### src/rtl/prbs_par_gen.sv
module prbs_par_gen #(
  parameter int LEN     = 23,
  parameter int STEP    = 8,
  parameter int TAP_A   = 23,
  parameter int TAP_B   = 18,
  parameter bit REVERSE = 1'b0,
  parameter bit INVERT  = 1'b1
) (
  input  logic            clk,
  input  logic            rst,
  input  logic            en,
  input  logic            load,
  input  logic [LEN-1:0]  seed,
  output logic [STEP-1:0] dout,
  output logic [LEN-1:0]  state
);

  localparam logic [LEN-1:0] LOCK = INVERT ? {LEN{1'b1}} : {LEN{1'b0}};
  localparam logic [LEN-1:0] SAFE = LOCK ^ {{(LEN-1){1'b0}}, 1'b1};

  logic [LEN-1:0]  adv_s;
  logic [STEP-1:0] adv_b;
  logic            fb;

  always_comb begin
    adv_s = state;
    adv_b = '0;
    fb    = 1'b0;
    for (int i = 0; i < STEP; i++) begin
      fb    = adv_s[TAP_A-1] ^ adv_s[TAP_B-1] ^ INVERT;
      adv_s = {adv_s[LEN-2:0], fb};
      adv_b[REVERSE ? (STEP-1-i) : i] = fb;
    end
  end

  wire [LEN-1:0] seed_ok = (seed == LOCK) ? SAFE : seed;

  always_ff @(posedge clk) begin
    if (rst) begin
      state <= SAFE;
      dout  <= '0;
    end else if (load) begin
      state <= seed_ok;
    end else if (en) begin
      state <= adv_s;
      dout  <= adv_b;
    end
  end

  AST_RESET_VAL: assert property (@(posedge clk) rst |=> (state == SAFE && dout == '0));
  AST_LOAD_SEED: assert property (@(posedge clk) disable iff (rst)
    (load && seed != LOCK) |=> (state == $past(seed) && $stable(dout)));
  AST_LOAD_LOCK: assert property (@(posedge clk) disable iff (rst)
    (load && seed == LOCK) |=> state == SAFE);
  AST_IDLE_HOLD: assert property (@(posedge clk) disable iff (rst)
    (!load && !en) |=> ($stable(state) && $stable(dout)));
  AST_NO_LOCKUP: assert property (@(posedge clk) disable iff (rst)
    !$past(rst) |-> state != LOCK);

  generate
    if (STEP < LEN) begin : g_shift_chk
      AST_SHIFT_UP: assert property (@(posedge clk) disable iff (rst)
        (en && !load) |=> state[LEN-1:STEP] == $past(state[LEN-1-STEP:0]));
    end
    if (STEP <= LEN) begin : g_word_chk
      logic [STEP-1:0] low_in_order;
      always_comb
        for (int k = 0; k < STEP; k++)
          low_in_order[REVERSE ? (STEP-1-k) : k] = state[STEP-1-k];
      AST_WORD_ORDER: assert property (@(posedge clk) disable iff (rst)
        (en && !load) |=> dout == low_in_order);
    end
  endgenerate

endmodule

### config.mk
export PLATFORM = sky130hd
export DESIGN_NAME = prbs_par_gen
export DESIGN_NICKNAME = d
export VERILOG_FILES = /design/src/rtl/prbs_par_gen.sv
export SDC_FILE = /design/constraint.sdc
export NUM_CORES = 1
export LEC_CHECK = 0
export ABC_AREA = 0
export BUFFER_PORTS_ARGS = -buffer_cell sky130_fd_sc_hd__buf_2
export CORE_MARGIN = 8
export CORE_UTILIZATION = 48
export DETAILED_ROUTE_END_ITERATION = 16
export PLACE_DENSITY_LB_ADDON = 0.08
export SYNTH_ARGS = -nofsm -noshare
export SYNTH_HDL_FRONTEND = slang
export SYNTH_SLANG_ARGS = --single-unit
### constraint.sdc
create_clock -name clk -period 1.2 [get_ports clk]
set_input_delay 0.12 -clock clk [delete_from_list [all_inputs] [get_ports clk]]
set_output_delay 0.12 -clock clk [all_outputs]
set_load 0.1 [all_outputs]
==> summary.md <==
| Metric | Value |
|---|---|
| Pwr Total | `3.139 mW` |
| DP Cell Count | `around 250` |
| DP HPWL | `3392 µm` |
| Routed vias/inst | `about 5.5` |
| Syn Std Cell Area | `~1500 µm²` |
| Syn nets | `187` |
| Fin. Hold Viols | `0` |
| Top_reg_cell synth | `dfxtp_1` |
| Max Root-Sink Buffers | `2` |
| Leak | `~1.0 nW` |
| Worst path top cell family by delay | `flip-flops` |
| Die Y-Extent | `71.79 µm` |
| Grt total ovfl | `0` |
| Routed Antenna Nets | `0` |
| Hold-fix buffers, CTS | `0` |
| Crit path required time | `1.08 ns` |
| Relative slew slack | `76.90%` |
| Highest clock rate | `918.0 MHz` |
| Filler-free cell count of the finished design | `256` |
| GPL Wtd Cong | `0.8417` |
| MaxCap Viol Count | `0` |
| Synthesis-stage register bit count | `31` |
| H-tree lvl count | `2` |
| Cell variety after synth | `20` |
| Final core utilization | `79.29%` |
| Die area | `5154 µm²` |
| Fin crit period | `1.089 ns` |
| Number of flops mapped to enable cells by yosys | `0` |
| CP cell instances | `clkbuf_4` |
| CTS buffer count | `5` |
| Power per cell area | `1318 nW/µm²` |
| Critical path's largest stage delay | `between 0.3 and 0.4 ns` |
| Layout Skew | `roughly 0.0065 ns` |
| Top cell type's share of synthesized area | `around 42%` |
| Final setup TNS | `0 ns` |
| Die width | `71.79 µm` |
| DRT Pass-1 Iters | `4` |
| Worst IR drop on VDD | `0.0008038 V` |
| Most frequent cells after synthesis | `31 x dfxtp_1, 16 x mux2i_1, 16 x nand2b_1, 16 x nor2_1, 15 x mux2_2` |
| Worst-Margin Slew | `0.3465 ns` |
| DR DRC count | `0` |
| CTS tree | `built` |
| CP arrival | `0.97 ns` |
| DP Area | `2290 µm²` |
| Register area share after synthesis | `41.54%` |
| Critical path type | `reg2out` |
| Initial Utilization | `between 40% and 50%` |
| Final worst-path cycle share | `90.78%` |
| Syn avg cell area | `9.337 µm²` |
| CP endpoint kind | `output pin` |
| Crit-path max FO | `2` |
| Post-Synthesis Cells | `160` |
| Ys async rst share | `0%` |
| Layout area overhead | `59.38%` |
| First-pass GRT wire length | `7086 µm` |
| Clk slew on worst S/H paths | `0.09 ns` |
| 1st-iter DRT viols | `56` |
| Final slew viol count | `0` |
| Total Wirelength | `between 4000 and 5000 µm` |
| Yosys top cell by area | `dfxtp_1` |
| CTS root buffer | `clkbuf_4` |
| DP Worst Slack | `-0.04663 ns` |
| Antenna cell count | `0` |
| Clock Latency Late Sink | `0.32 ns` |
| Share of cells above drive strength 1 | `53.36%` |
| Buf/Inv on CP | `1` |
| Status | `finished clean` |
| Crit start category | `register` |
| Most common cell in the netlist | `dfxtp_1` |
| Worst r2r path cells | `4` |
| Nets | `between 200 and 250` |
| Count of final setup violators | `0` |
| Fin Hold WS | `0.04565 ns` |
| Fin area | `2381 µm²` |
| Slowest cell on crit path | `dfxtp_2` |
| RSZ-0062 raised after global routing | `no` |
| Synth warn | `0` |
| Routed wire per std cell | `~17 µm` |
| Initial antenna violation count | `0` |
| Cell depth of the worst setup path | `1` |
| Vias in the first global route | `1503` |
| Gr usage total | `between 15 and 20%` |
| Largest net degree at the start of global routing | `32` |
| Core Box Area | `around 3000 µm²` |
| Worst setup margin | `0.1107 ns` |
| Via count | `1400` |
| Row count | `20` |
| Setup bufs post-CTS | `0` |
| Worst hold-check path type | `in2reg` |
| I/O Buffers | `57` |
| Ranking of synthesized cells by area | `dfxtp_1 42%, mux2_2 11%, mux2i_1 11%, nand2b_1 6.7%, a21oi_1 4.7%` |
| Clock Sinks | `31` |
| Worst hold path stage count | `3` |
| IO Pins | `between 50 and 60` |
## area by class of cell
| type | count | area [µm²] |
|---|---|---|
| clock buffers | 5 | 37.54 |
| multi-input cells | 117 | 814.5 |
| flip-flops and latches | 31 | 676.9 |
| clock inverters | 3 | 38.79 |
| repair buffers | 66 | 768.2 |
| fillers | 208 | 621.8 |
| well taps | 33 | 41.29 |
| inverters | 1 | 3.754 |
## repair_timing
item / CTS / global route
pin swaps: 0 / 0
endpoints found under the setup margin: 4 / 2
gates resized for setup: 4 / 2
## metal layers
metal | up-vias | track usage, % | part of all wire [%]
li1 | 681 | - | -
met1 | 672 | 18.04 | 41
met2 | 40 | 30.26 | 51
met3 | 7 | 6.276 | 6.1
met4 | 0 | 6.803 | 1.3
met5 | - | 0 | 0
## final timing paths
check                              start                     end  slack, ns
setup reg to reg  state[17]$_SDFFE_PP1P_   state[2]$_SDFFE_PP1P_       0.15
setup / recovery    dout[6]$_SDFFE_PP0P_                 dout[6]       0.11
hold reg to reg     dout[2]$_SDFFE_PP0P_    dout[2]$_SDFFE_PP0P_       0.48
hold / removal                  seed[14]  state[14]$_SDFFE_PP1P_       0.05
## where the power goes
group	total [mW]	switching [mW]	internal [mW]
Clock	0.769	0.341	0.428
Combinational	1.16	0.738	0.424
Sequential	1.21	0.0971	1.11
Total	3.14	1.18	1.96
## flip-flops by register name, indices dropped and copies added, names as in the netlist
register / cells
state: 23
dout: 8
## cell families (layout without fill, tap and decap cells)
kind of cell / count (synthesis) / in the layout / share of synthesized area, %
compound gates: 22 / 22 / 7.621
xor+xnor: 8 / 8 / 4.690
flops: 31 / 31 / 41.54
mux: 31 / 31 / 22.03
buf+inv: 12 / 75 / 3.935
simple gates: 56 / 56 / 20.19
## layout by cell type, fill, tap and decap left out
cell type / count
nor3_1: 2
clkbuf_4: 7
nor3b_1: 8
clkinv_2: 1
nand4_1: 6
nand2b_1: 16
nor2_1: 16
bufinv_16: 1
nand2_1: 7
mux2i_1: 16
xor2_1: 7
mux2_2: 15
a221oi_1: 1
o21ai_0: 7
clkinv_1: 1
inv_1: 1
dfxtp_2: 24
buf_12: 27
buf_4: 11
a21oi_1: 14
dfxtp_4: 7
xnor2_1: 1
or4_1: 1
buf_2: 26
Power figures use the tool's default switching activity.
